$ cat config.mk
export PLATFORM = sky130hd
export DESIGN_NAME = tdm_clkgen
export DESIGN_NICKNAME = d
export VERILOG_FILES = /design/src/rtl/tdmclk_pkg.sv /design/src/rtl/tdmclk_divider.sv /design/src/rtl/tdmclk_pin_sync.sv /design/src/rtl/tdmclk_frame_seq.sv /design/src/rtl/tdm_clkgen.sv
export SDC_FILE = /design/constraint.sdc
export NUM_CORES = 1
export LEC_CHECK = 0
export ABC_AREA = 1
export BUFFER_PORTS_ARGS = -buffer_cell sky130_fd_sc_hd__buf_2
export CORE_ASPECT_RATIO = 1.5
export CORE_MARGIN = 2
export CORE_UTILIZATION = 56
export CTS_BUF_LIST = sky130_fd_sc_hd__clkbuf_4
export DETAILED_ROUTE_END_ITERATION = 16
export PLACE_DENSITY = 0.8
export SLEW_MARGIN = 10
export SYNTH_ARGS = -nofsm -noshare
export SYNTH_HDL_FRONTEND = slang
export SYNTH_HIERARCHICAL = 1
export SYNTH_SLANG_ARGS = --single-unit
$ cat constraint.sdc
create_clock -name clk -period 4.8 [get_ports clk]
set_clock_uncertainty 0.15 [all_clocks]
set_input_delay 0.48 -clock clk [delete_from_list [all_inputs] [get_ports clk]]
set_output_delay 0.48 -clock clk [all_outputs]
set_load 0.02 [all_outputs]
$ cat src/rtl/tdmclk_pkg.sv
package tdmclk_pkg;

    typedef enum logic [1:0] {
        SRC_BUS   = 2'd0,
        SRC_MCLK1 = 2'd1,
        SRC_MCLK2 = 2'd2,
        SRC_MCLK3 = 2'd3
    } src_sel_e;

    localparam int NUM_SRC = 4;

endpackage

$ cat src/rtl/tdmclk_divider.sv
module tdmclk_divider #(
    parameter int DIV_W = 8
) (
    input  logic                         clk,
    input  logic                         rst_n,
    input  logic                         hold,
    input  logic [tdmclk_pkg::NUM_SRC-1:0] src_tick,
    input  logic [1:0]                   src_sel,
    input  logic [DIV_W-1:0]             div_half_m1,
    output logic                         lvl,
    output logic                         rise_stb,
    output logic                         fall_stb
);

    typedef struct packed {
        logic [DIV_W-1:0] cnt;
        logic             lvl;
    } div_st_t;

    div_st_t s_q, s_d;
    logic    tick;
    logic    wrap;

    always_comb begin
        tick = src_tick[src_sel];
        wrap = tick && (s_q.cnt >= div_half_m1);
        s_d  = s_q;
        if (hold) begin
            s_d.cnt = '0;
            s_d.lvl = 1'b0;
        end else if (wrap) begin
            s_d.cnt = '0;
            s_d.lvl = ~s_q.lvl;
        end else if (tick) begin
            s_d.cnt = s_q.cnt + 1'b1;
        end
    end

    always_ff @(posedge clk) begin
        if (!rst_n) s_q <= '0;
        else        s_q <= s_d;
    end

    assign lvl      = s_q.lvl;
    assign rise_stb = !hold && wrap && !s_q.lvl;
    assign fall_stb = !hold && wrap && s_q.lvl;

    // a received bit clock parks the local divider
    assert_hold_silent_R9: assert property (@(posedge clk) disable iff (!rst_n)
        hold |=> (!s_q.lvl && s_q.cnt == '0));

    // the level only moves on a selected tick or when parked
    assert_toggle_on_tick_R2: assert property (@(posedge clk) disable iff (!rst_n)
        !$stable(s_q.lvl) |-> ($past(tick) || $past(hold)));

endmodule

$ cat src/rtl/tdmclk_pin_sync.sv
module tdmclk_pin_sync #(
    parameter int STAGES = 2
) (
    input  logic clk,
    input  logic rst_n,
    input  logic pin_i,
    input  logic inv_i,
    output logic lvl_o,
    output logic dly_o
);

    logic [STAGES:0] sh_q, sh_d;

    always_comb begin
        sh_d = {sh_q[STAGES-1:0], pin_i ^ inv_i};
    end

    always_ff @(posedge clk) begin
        if (!rst_n) sh_q <= '0;
        else        sh_q <= sh_d;
    end

    assign lvl_o = sh_q[STAGES-1];
    assign dly_o = sh_q[STAGES];

endmodule

$ cat src/rtl/tdmclk_frame_seq.sv
module tdmclk_frame_seq #(
    parameter int WID_W  = 5,
    parameter int SLOT_W = 5
) (
    input  logic              clk,
    input  logic              rst_n,
    input  logic              drive_stb,
    input  logic              fs_ext,
    input  logic              fs_pulse,
    input  logic              early,
    input  logic [WID_W-1:0]  w0_m1,
    input  logic [WID_W-1:0]  wn_m1,
    input  logic [SLOT_W-1:0] ns_m1,
    input  logic [WID_W-1:0]  sw_m1,
    output logic [SLOT_W-1:0] slot_o,
    output logic [WID_W-1:0]  bit_o,
    output logic              fs_act_o,
    output logic              err_o
);

    localparam int POS_W = WID_W + SLOT_W + 1;

    typedef struct packed {
        logic [POS_W-1:0]  pos;
        logic [SLOT_W-1:0] slot;
        logic [WID_W-1:0]  bitc;
        logic              fs;
        logic              fresh;
        logic              locked;
        logic              pend;
        logic              err;
    } seq_st_t;

    seq_st_t           s_q, s_d;
    logic [SLOT_W-1:0] nslots_m1;
    logic [POS_W-1:0]  flen;
    logic [POS_W-1:0]  exp_pos;
    logic [WID_W-1:0]  cur_w_m1;
    logic              restart;

    always_comb begin
        nslots_m1 = (ns_m1 == '0) ? SLOT_W'(1) : ns_m1;
        flen      = POS_W'(w0_m1) + POS_W'(1)
                  + POS_W'(nslots_m1) * (POS_W'(wn_m1) + POS_W'(1));
        exp_pos   = early ? (flen - POS_W'(2)) : (flen - POS_W'(1));
        cur_w_m1  = (s_q.slot == '0) ? w0_m1 : wn_m1;
        restart   = fs_ext && drive_stb && (fs_pulse || s_q.pend);

        s_d      = s_q;
        s_d.err  = 1'b0;
        s_d.pend = fs_ext && !drive_stb && (s_q.pend || fs_pulse);

        if (drive_stb) begin
            s_d.fresh = 1'b0;
            if (restart) begin
                s_d.locked = 1'b1;
                s_d.err    = s_q.locked && (s_q.pos != exp_pos);
                if (early) begin
                    s_d.pos  = flen - POS_W'(1);
                    s_d.slot = nslots_m1;
                    s_d.bitc = wn_m1;
                end else begin
                    s_d.pos  = '0;
                    s_d.slot = '0;
                    s_d.bitc = '0;
                end
            end else if (s_q.fresh) begin
                s_d.pos  = '0;
                s_d.slot = '0;
                s_d.bitc = '0;
            end else if (s_q.bitc == cur_w_m1) begin
                s_d.bitc = '0;
                if (s_q.slot == nslots_m1) begin
                    s_d.slot = '0;
                    s_d.pos  = '0;
                end else begin
                    s_d.slot = s_q.slot + 1'b1;
                    s_d.pos  = s_q.pos + 1'b1;
                end
            end else begin
                s_d.bitc = s_q.bitc + 1'b1;
                s_d.pos  = s_q.pos + 1'b1;
            end
        end

        if (fs_ext) begin
            s_d.fs = 1'b0;
        end else if (drive_stb) begin
            s_d.fs = early ? ((s_d.pos == flen - POS_W'(1)) || (s_d.pos < POS_W'(sw_m1)))
                           : (s_d.pos <= POS_W'(sw_m1));
        end
    end

    always_ff @(posedge clk) begin
        if (!rst_n) begin
            s_q       <= '0;
            s_q.fresh <= 1'b1;
        end else begin
            s_q <= s_d;
        end
    end

    assign slot_o   = s_q.slot;
    assign bit_o    = s_q.bitc;
    assign fs_act_o = s_q.fs;
    assign err_o    = s_q.err;

    // bit index never leaves the width of its slot
    assert_bit_in_slot_R4: assert property (@(posedge clk) disable iff (!rst_n)
        s_q.bitc <= ((s_q.slot == '0) ? w0_m1 : wn_m1));

    // slot index stays inside the frame, which has at least two slots
    assert_slot_limit_R5: assert property (@(posedge clk) disable iff (!rst_n)
        s_q.slot <= nslots_m1);

    // a generated on-time sync starts at the first bit of the frame
    assert_sync_start_R6: assert property (@(posedge clk) disable iff (!rst_n)
        (!fs_ext && !early && $rose(s_q.fs)) |-> (s_q.pos == '0));

    // error pulses only follow a cycle in receive direction
    assert_err_needs_ext_R11: assert property (@(posedge clk) disable iff (!rst_n)
        s_q.err |-> $past(fs_ext));

endmodule

$ cat src/rtl/tdm_clkgen.sv
module tdm_clkgen #(
    parameter int DIV_W       = 8,
    parameter int WID_W       = 5,
    parameter int SLOT_W      = 5,
    parameter int SYNC_STAGES = 2
) (
    input  logic              clk,
    input  logic              rst_n,
    input  logic [3:0]        src_tick,
    input  logic [1:0]        src_sel,
    input  logic [DIV_W-1:0]  div_half_m1,
    input  logic              bclk_inv,
    input  logic              bclk_ext,
    input  logic              fs_ext,
    input  logic              fs_early,
    input  logic              fs_inv,
    input  logic [WID_W-1:0]  sync_len_m1,
    input  logic [WID_W-1:0]  slot0_len_m1,
    input  logic [WID_W-1:0]  slotn_len_m1,
    input  logic [SLOT_W-1:0] slots_m1,
    input  logic              bclk_i,
    input  logic              fsync_i,
    output logic              bclk_o,
    output logic              bclk_oe,
    output logic              fsync_o,
    output logic              fsync_oe,
    output logic              shift_stb,
    output logic              sample_stb,
    output logic [SLOT_W-1:0] slot_idx,
    output logic [WID_W-1:0]  bit_idx,
    output logic              sync_err
);

    logic div_lvl, div_rise, div_fall;
    logic b_lvl, b_dly, f_lvl, f_dly;
    logic fs_act;

    tdmclk_divider #(.DIV_W(DIV_W)) u_div (
        .clk         (clk),
        .rst_n       (rst_n),
        .hold        (bclk_ext),
        .src_tick    (src_tick),
        .src_sel     (src_sel),
        .div_half_m1 (div_half_m1),
        .lvl         (div_lvl),
        .rise_stb    (div_rise),
        .fall_stb    (div_fall)
    );

    tdmclk_pin_sync #(.STAGES(SYNC_STAGES)) u_bsync (
        .clk   (clk),
        .rst_n (rst_n),
        .pin_i (bclk_i),
        .inv_i (bclk_inv),
        .lvl_o (b_lvl),
        .dly_o (b_dly)
    );

    tdmclk_pin_sync #(.STAGES(SYNC_STAGES)) u_fsync (
        .clk   (clk),
        .rst_n (rst_n),
        .pin_i (fsync_i),
        .inv_i (fs_inv),
        .lvl_o (f_lvl),
        .dly_o (f_dly)
    );

    assign shift_stb  = bclk_ext ? (b_dly & ~b_lvl) : div_fall;
    assign sample_stb = bclk_ext ? (b_lvl & ~b_dly) : div_rise;

    tdmclk_frame_seq #(.WID_W(WID_W), .SLOT_W(SLOT_W)) u_seq (
        .clk       (clk),
        .rst_n     (rst_n),
        .drive_stb (shift_stb),
        .fs_ext    (fs_ext),
        .fs_pulse  (f_lvl & ~f_dly),
        .early     (fs_early),
        .w0_m1     (slot0_len_m1),
        .wn_m1     (slotn_len_m1),
        .ns_m1     (slots_m1),
        .sw_m1     (sync_len_m1),
        .slot_o    (slot_idx),
        .bit_o     (bit_idx),
        .fs_act_o  (fs_act),
        .err_o     (sync_err)
    );

    assign bclk_o   = bclk_ext ? bclk_inv : (div_lvl ^ bclk_inv);
    assign bclk_oe  = ~bclk_ext;
    assign fsync_o  = fs_act ^ fs_inv;
    assign fsync_oe = ~fs_ext;

    // shift and sample edges never coincide
    assert_strobe_excl_R3: assert property (@(posedge clk) disable iff (!rst_n)
        $onehot0({shift_stb, sample_stb}));

endmodule

==> results of run 1 <==
-- registers in the layout, indices dropped and copies added (netlist names) --
signal,count
u_fsync/sh_q,3
u_seq/bit_o,5
u_div/s_q,8
u_seq/fs_act_o,1
u_seq/err_o,1
u_div/lvl,1
u_seq/slot_o,5
u_bsync/sh_q,3
u_seq/s_q,14
-- worst max-delay path: cells and delay by family --
family                   cells  cell delay (ns)
buffers and inverters        7             0.54
AND/OR/NAND/NOR              8             0.79
XOR/XNOR                     2             0.37
adder cells (fa/ha/maj)      6             2.26
AO/OA/AOI/OAI                4             0.48
-- cell usage in the layout, fill, tap and decap left out, types with 3 or more instances in the layout --
| cell | n |
|---|---|
| nand3_2 | 8 |
| inv_1 | 133 |
| xor2_1 | 30 |
| nor2_1 | 90 |
| nand3b_1 | 5 |
| or2_2 | 5 |
| o21ai_1 | 6 |
| o21ai_0 | 19 |
| nor2_2 | 14 |
| a21oi_2 | 5 |
| clkbuf_4 | 6 |
| nand3_1 | 59 |
| nand4_1 | 6 |
| buf_4 | 70 |
| xor2_4 | 3 |
| o211ai_1 | 5 |
| nor3_1 | 3 |
| clkinv_1 | 3 |
| nand2_2 | 20 |
| buf_6 | 3 |
| ha_1 | 36 |
| buf_2 | 56 |
| nor2_4 | 3 |
| dfxtp_1 | 41 |
| a221oi_1 | 5 |
| a21oi_1 | 24 |
| nand2_4 | 5 |
| xnor2_1 | 5 |
| inv_2 | 12 |
| o22ai_1 | 3 |
| ha_4 | 6 |
| fa_1 | 17 |
| nand2_1 | 192 |
-- layer usage --
layer / global-route usage [%] / vias up / routed length, um
met2: 57.1 / 179 / 7640
met4: 15.7 / 0 / 867
met5: 0 / - / 0
met1: 30.9 / 2567 / 5360
met3: 3.58 / 57 / 680
li1: - / 2743 / -
-- metrics by stage --
step	TNS [ns]	worst slack, ns	cells	utilization, %	hold slack [ns]
2_1_floorplan	0	0.00518	802	-	0.236
3_3_place_gp	-0.624	-0.261	1018	67.7	0.238
3_5_place_dp	-1.30	-0.445	1018	67.7	0.251
4_1_cts	0	0.000489	1026	68.5	0.180
5_1_grt	-0.189	-0.189	1033	71.0	0.205
6_report	0	0.0464	1033	71.0	0.192
-- layout make-up --
class / count / share of cell area (%)
well taps: 110 / 2.21
inverters: 148 / 8.91
flip-flops and latches: 41 / 13.2
multi-input cells: 595 / 60.9
clock inverters: 3 / 0.401
clock buffers: 5 / 0.602
repair buffers: 131 / 13.8
-- logic make-up (layout without fill, tap and decap cells) --
kind of cell,count (synthesis),after routing,share of synthesized area [%]
AO/OA/AOI/OAI,78,78,9.02
XOR/XNOR,38,38,6.74
adder cells (fa/ha/maj),60,60,17.5
buffers and inverters,166,287,13.4
flip-flops,41,41,16.2
multiplexers,1,1,0.198
AND/OR/NAND/NOR,418,418,36.9
-- how the worst min path moves through the flow --
| stage | from | endpoint | slack (ns) |
|---|---|---|---|
| global placement | u_fsync/sh_q[0] | u_fsync/sh_q[1] | 0.24 |
| floorplan | u_bsync/sh_q[0] | u_bsync/sh_q[1] | 0.24 |
| detailed placement | u_fsync/sh_q[0] | u_fsync/sh_q[1] | 0.25 |
| finish | bclk_i | u_bsync/sh_q[0] | 0.19 |
| global route | bclk_i | u_bsync/sh_q[0] | 0.20 |
| CTS | fsync_i | u_fsync/sh_q[0] | 0.18 |
-- where the power goes --
part | switching, mW | internal [mW] | total [mW]
clock network | 0.139 | 0.0599 | 0.199
logic | 0.826 | 0.667 | 1.49
registers | 0.00893 | 0.349 | 0.358
-- timing repair --
item,CTS,global route
gates resized for setup,3,45
setup endpoints to repair,1,5
hold endpoints to repair,0,0
pin swaps,0,28
buffers inserted,0,7
==> results_dict.tcl, run 1 <==
set metrics [dict create \
    routedWlPerCell_um 14.1 \
    critical_path_required_ns 4.97 \
    vdd_drop_max_mv 0.217 \
    r2r-end "u_seq/fs_act_o" \
    netlist_area_mm2 0.00505 \
    synth.top_cells.by_area "dfxtp_1 16%, nand2_1 15%, inv_1 11%" \
    initial_core_util_pct 57.6 \
    place_area_mm2 0.00594 \
    track_usage_pct 30.1 \
    numCtsBuffers 5 \
    synth-main-ff-cell "dfxtp_1" \
    grt_max_degree 24 \
    synth_edf_count 0 \
    yosys-top-cells-count "201 x nand2_1, 142 x inv_1, 95 x nor2_1" \
    die_area_mm2 0.00981 \
    finalCritPeriodShare_pct 99.0 \
    place_hpwl_um 11600 \
    total_power_mw 2.05 \
    rrSetupSlack_ns 0.69 \
    vias 5546 \
    synthesis.instances 802 \
    worstSkewPairLatency_ns 0.38 \
    clock-sinks 41 \
    drive_gt1_share_pct 24.8 \
    r2r_start "u_div/s_q[6]" \
    worstSetupStartpointType "input port" \
    design.core.area_mm2 0.00878 \
    max_stage_delay_ns 0.54 \
    max_cap_violations 0 \
    rsz0062_at_grt "true" \
    whs_path_depth 3 \
    leakagePower_nw 3.32 \
    vias_per_cell 5.37 \
    clk_path_buf_depth 2 \
    antenna_cells 0 \
    clkTransAtPathRegs_ns 0.15 \
    setup_violations 0 \
    path_class "in2reg" \
    slowest_stage "fa_1" \
    p_per_area_mw_per_mm2 329 \
    grt_pass1_vias 5416 \
    drc_errors 0 \
    fin_nets 1025 \
    fmax_mhz 210 \
    rows 42 \
    ant_nets 0 \
    drt-total-wl_um 14500 \
    io_buffers 59 \
    fin_crit_ns 4.75 \
    cts_root_buf "clkbuf_4" \
    slew_headroom_pct 61.2 \
    holdCritPathClass "in2reg" \
    crit_path_end "u_seq/fs_act_o" \
    synth_top_area_share_pct 16.2 \
    crit_start "slotn_len_m1[1]" \
    syn_avg_cell_area_um2 6.30 \
    multi_input_area_mm2 0.00379 \
    overflow 0 \
    die_h_um 120 \
    htree_levels 2 \
    status "complete, no violations" \
    worstMarginPinSlew_ns 0.578 \
    fp.dieW_um 81.5 \
    regArea_um2 821 \
    ys_types 44 \
    tritoncts "done" \
    io_pins 60 \
    async_reset_ff_share_pct 0 \
    fillers 753 \
    postCtsHoldBufs 0 \
    grt_first_pass_wirelength_um 23400 \
    postLayoutCellArea_mm2 0.00623 \
    dr.first_iter.drc_count 278 \
    synth-seq-cells 41 \
    hold_violations 0 \
    arrival_ns 4.93 \
    synth_most_common_cell "nand2_1" \
    syn_nets 905 \
    synthToLayoutAreaGrowth_pct 23.4 \
    crit_path_frequent_cell "inv_2" \
    ys_seq_area_share_pct 16.2 \
    drv_slew 0 \
    rr_worst_depth 26 \
    synth_top_area_cell "dfxtp_1" \
    grt_antenna_before_repair 0 \
    gp_congestion 0.966 \
    cp-end-kind "flop" \
    worstPathMaxFanout 4 \
    first_pass_iters 6 \
    ys_warn_count 6 \
]
(Power assumes the default switching activity.)
==> inputs of run 2 (changes only) <==
CELL_PAD_IN_SITES_DETAIL_PLACEMENT = 0   (was unset)
CELL_PAD_IN_SITES_GLOBAL_PLACEMENT = 1   (was unset)
CORE_UTILIZATION = 39   (was 56)
CTS_CLUSTER_SIZE = 24   (was unset)
PLACE_DENSITY = unset   (was 0.8)
PLACE_DENSITY_LB_ADDON = 0.1   (was unset)
==> run 2 against run 1 <==
Net effect: die area grew 42%; largest cell class unchanged; combinational power increased by 5%; non-clock buffer count up 15; design area up 2.9%; cell count rose by 5.9%; first-iteration DRC count is 36% lower.
==> results_dict.tcl, run 2 (synthesis gave the netlist of run 1 again) <==
set metrics [dict create \
    largest_register_ffs 14 \
    track_usage_pct 21.5 \
    tritoncts "done" \
    setup_slack_ns 0.113 \
    reg_top3 "u_seq/s_q x14, u_div/s_q x8" \
    crit_path_frequent_cell "inv_2" \
    drive_gt1_share_pct 26.9 \
    drt-total-wl_um 14700 \
    clk_path_buf_depth 2 \
    critical_path_required_ns 5.00 \
    postCtsHoldBufs 0 \
    slowest_stage "fa_1" \
    clock-sinks 41 \
    combPwrFrac_pct 73.7 \
    ant_nets 0 \
    leakagePower_nw 3.40 \
    die_area_mm2 0.0139 \
    finalCritPeriodShare_pct 97.6 \
    numCtsBuffers 5 \
    gp_congestion 0.903 \
    top_register "u_seq/s_q" \
    grt_first_pass_wirelength_um 24600 \
    max_cap_violations 0 \
    setup_violations 0 \
    worstSetupStartpointType "input port" \
    grt_antenna_before_repair 0 \
    holdCritPathClass "in2reg" \
    swShare_pct 46.4 \
    overflow 0 \
    worstMarginPinSlew_ns 0.623 \
    io_pins 60 \
    max_stage_delay_ns 0.55 \
    antenna_cells 0 \
    status "complete, no violations" \
    vias_per_cell 4.89 \
    hold_violations 0 \
    rr_worst_depth 26 \
    cp-end-kind "flop" \
    pwr-share-seq_pct 16.7 \
    path_depth 28 \
    clkTransAtPathRegs_ns 0.17 \
    internal-power_mw 1.14 \
    final_common_cell "nand2_1" \
    vias 5349 \
    first_pass_iters 4 \
    rsz0062_at_grt "true" \
    p_switching_mw 0.993 \
    cp_num_buf_inv 7 \
    worstPathMaxFanout 4 \
    htree_levels 2 \
    routedWlPerCell_um 13.4 \
    design.core.area_mm2 0.0126 \
    grt_max_degree 23 \
    fmax_mhz 213 \
    whs_path_depth 4 \
    dr.first_iter.drc_count 178 \
    fin_util_pct 51.0 \
    fp.dieW_um 96.9 \
    fillers 1331 \
    arrival_ns 4.88 \
    layout.cells.most_common_list "187 x nand2_1, 130 x inv_1, 89 x nor2_1" \
    drv_slew 0 \
    vdd_drop_max_mv 0.192 \
    io_buffers 59 \
    synthToLayoutAreaGrowth_pct 27.0 \
    cts_root_buf "clkbuf_4" \
    rows 50 \
    place_hpwl_um 12300 \
    path_class "in2reg" \
    fin_nets 1040 \
    clockPowerShare_pct 9.6 \
    worstSkewPairLatency_ns 0.39 \
    critPathTopFamily "adder cells" \
    grt_pass1_vias 5371 \
    fin_crit_ns 4.69 \
    p_per_area_mw_per_mm2 333 \
    whs_ns 0.177 \
    initial_core_util_pct 40.2 \
    dpl_worst_slack_ns -0.454 \
    slew_headroom_pct 58.2 \
    drc_errors 0 \
    die_h_um 143 \
    regArea_um2 821 \
    multi_input_area_mm2 0.00381 \
]
run 2: repair_timing:
item | 4_1_cts | 5_1_grt
pin swaps | 0 | 27
resized for setup | 4 | 54
endpoints found under the setup margin | 1 | 5
setup buffers | 0 | 4
run 2: layer usage:
layer / vias to the layer above / share of wire (%) / global-route usage (%)
li1: 2772 / - / -
met1: 2439 / 40 / 22.8
met4: 0 / 4.2 / 9.56
met2: 102 / 53 / 42.2
met3: 36 / 3.0 / 2.68
met5: - / 0 / 0
run 2: stage by stage:
stage / TNS (ns) / instances / power (mW) / instance area [um2]
2_1_floorplan: 0 / 802 / 1.19 / 5140
3_3_place_gp: -1.22 / 1082 / 1.79 / 6130
3_5_place_dp: -1.51 / 1082 / 1.80 / 6130
4_1_cts: 0 / 1090 / 2.02 / 6210
5_1_grt: -0.138 / 1094 / 2.35 / 6410
6_report: 0 / 1094 / 2.14 / 6410
run 2: final timing paths:
path              startpoint               to  slack [ns]
min reg2reg  u_bsync/sh_q[0]  u_bsync/sh_q[1]        0.25
min                  fsync_i  u_fsync/sh_q[0]        0.18
max reg2reg     u_div/s_q[7]   u_seq/fs_act_o        0.69
max          slotn_len_m1[1]   u_seq/fs_act_o        0.11
run 2: final cells by class:
type	count	area share [%]
Timing Repair Buffer	146	15.1
Clock inverter	3	0.390
Sequential cell	41	12.8
Tap cell	156	3.04
Clock buffer	5	0.585
Multi-Input combinational cell	595	59.5
Inverter	148	8.66
run 2: power by group through the flow:
| stage | combinational, mW | clock, mW | sequential, mW |
|---|---|---|---|
| after floorplan | 0.830 | 0 | 0.362 |
| after global placement | 1.43 | 0 | 0.364 |
| after detailed placement | 1.43 | 0 | 0.365 |
| after CTS | 1.45 | 0.213 | 0.357 |
| after global routing | 1.76 | 0.224 | 0.359 |
| final | 1.57 | 0.205 | 0.357 |
run 2: worst reg2reg max path, delay by kind of cell, from the launching register on:
family / cells / cell delay (ns)
and+or+nand+nor: 16 / 1.84
AOI/OAI and AO/OA: 6 / 0.88
adders and majority gates: 2 / 0.57
DFF: 1 / 0.38
buffers and inverters: 2 / 0.25
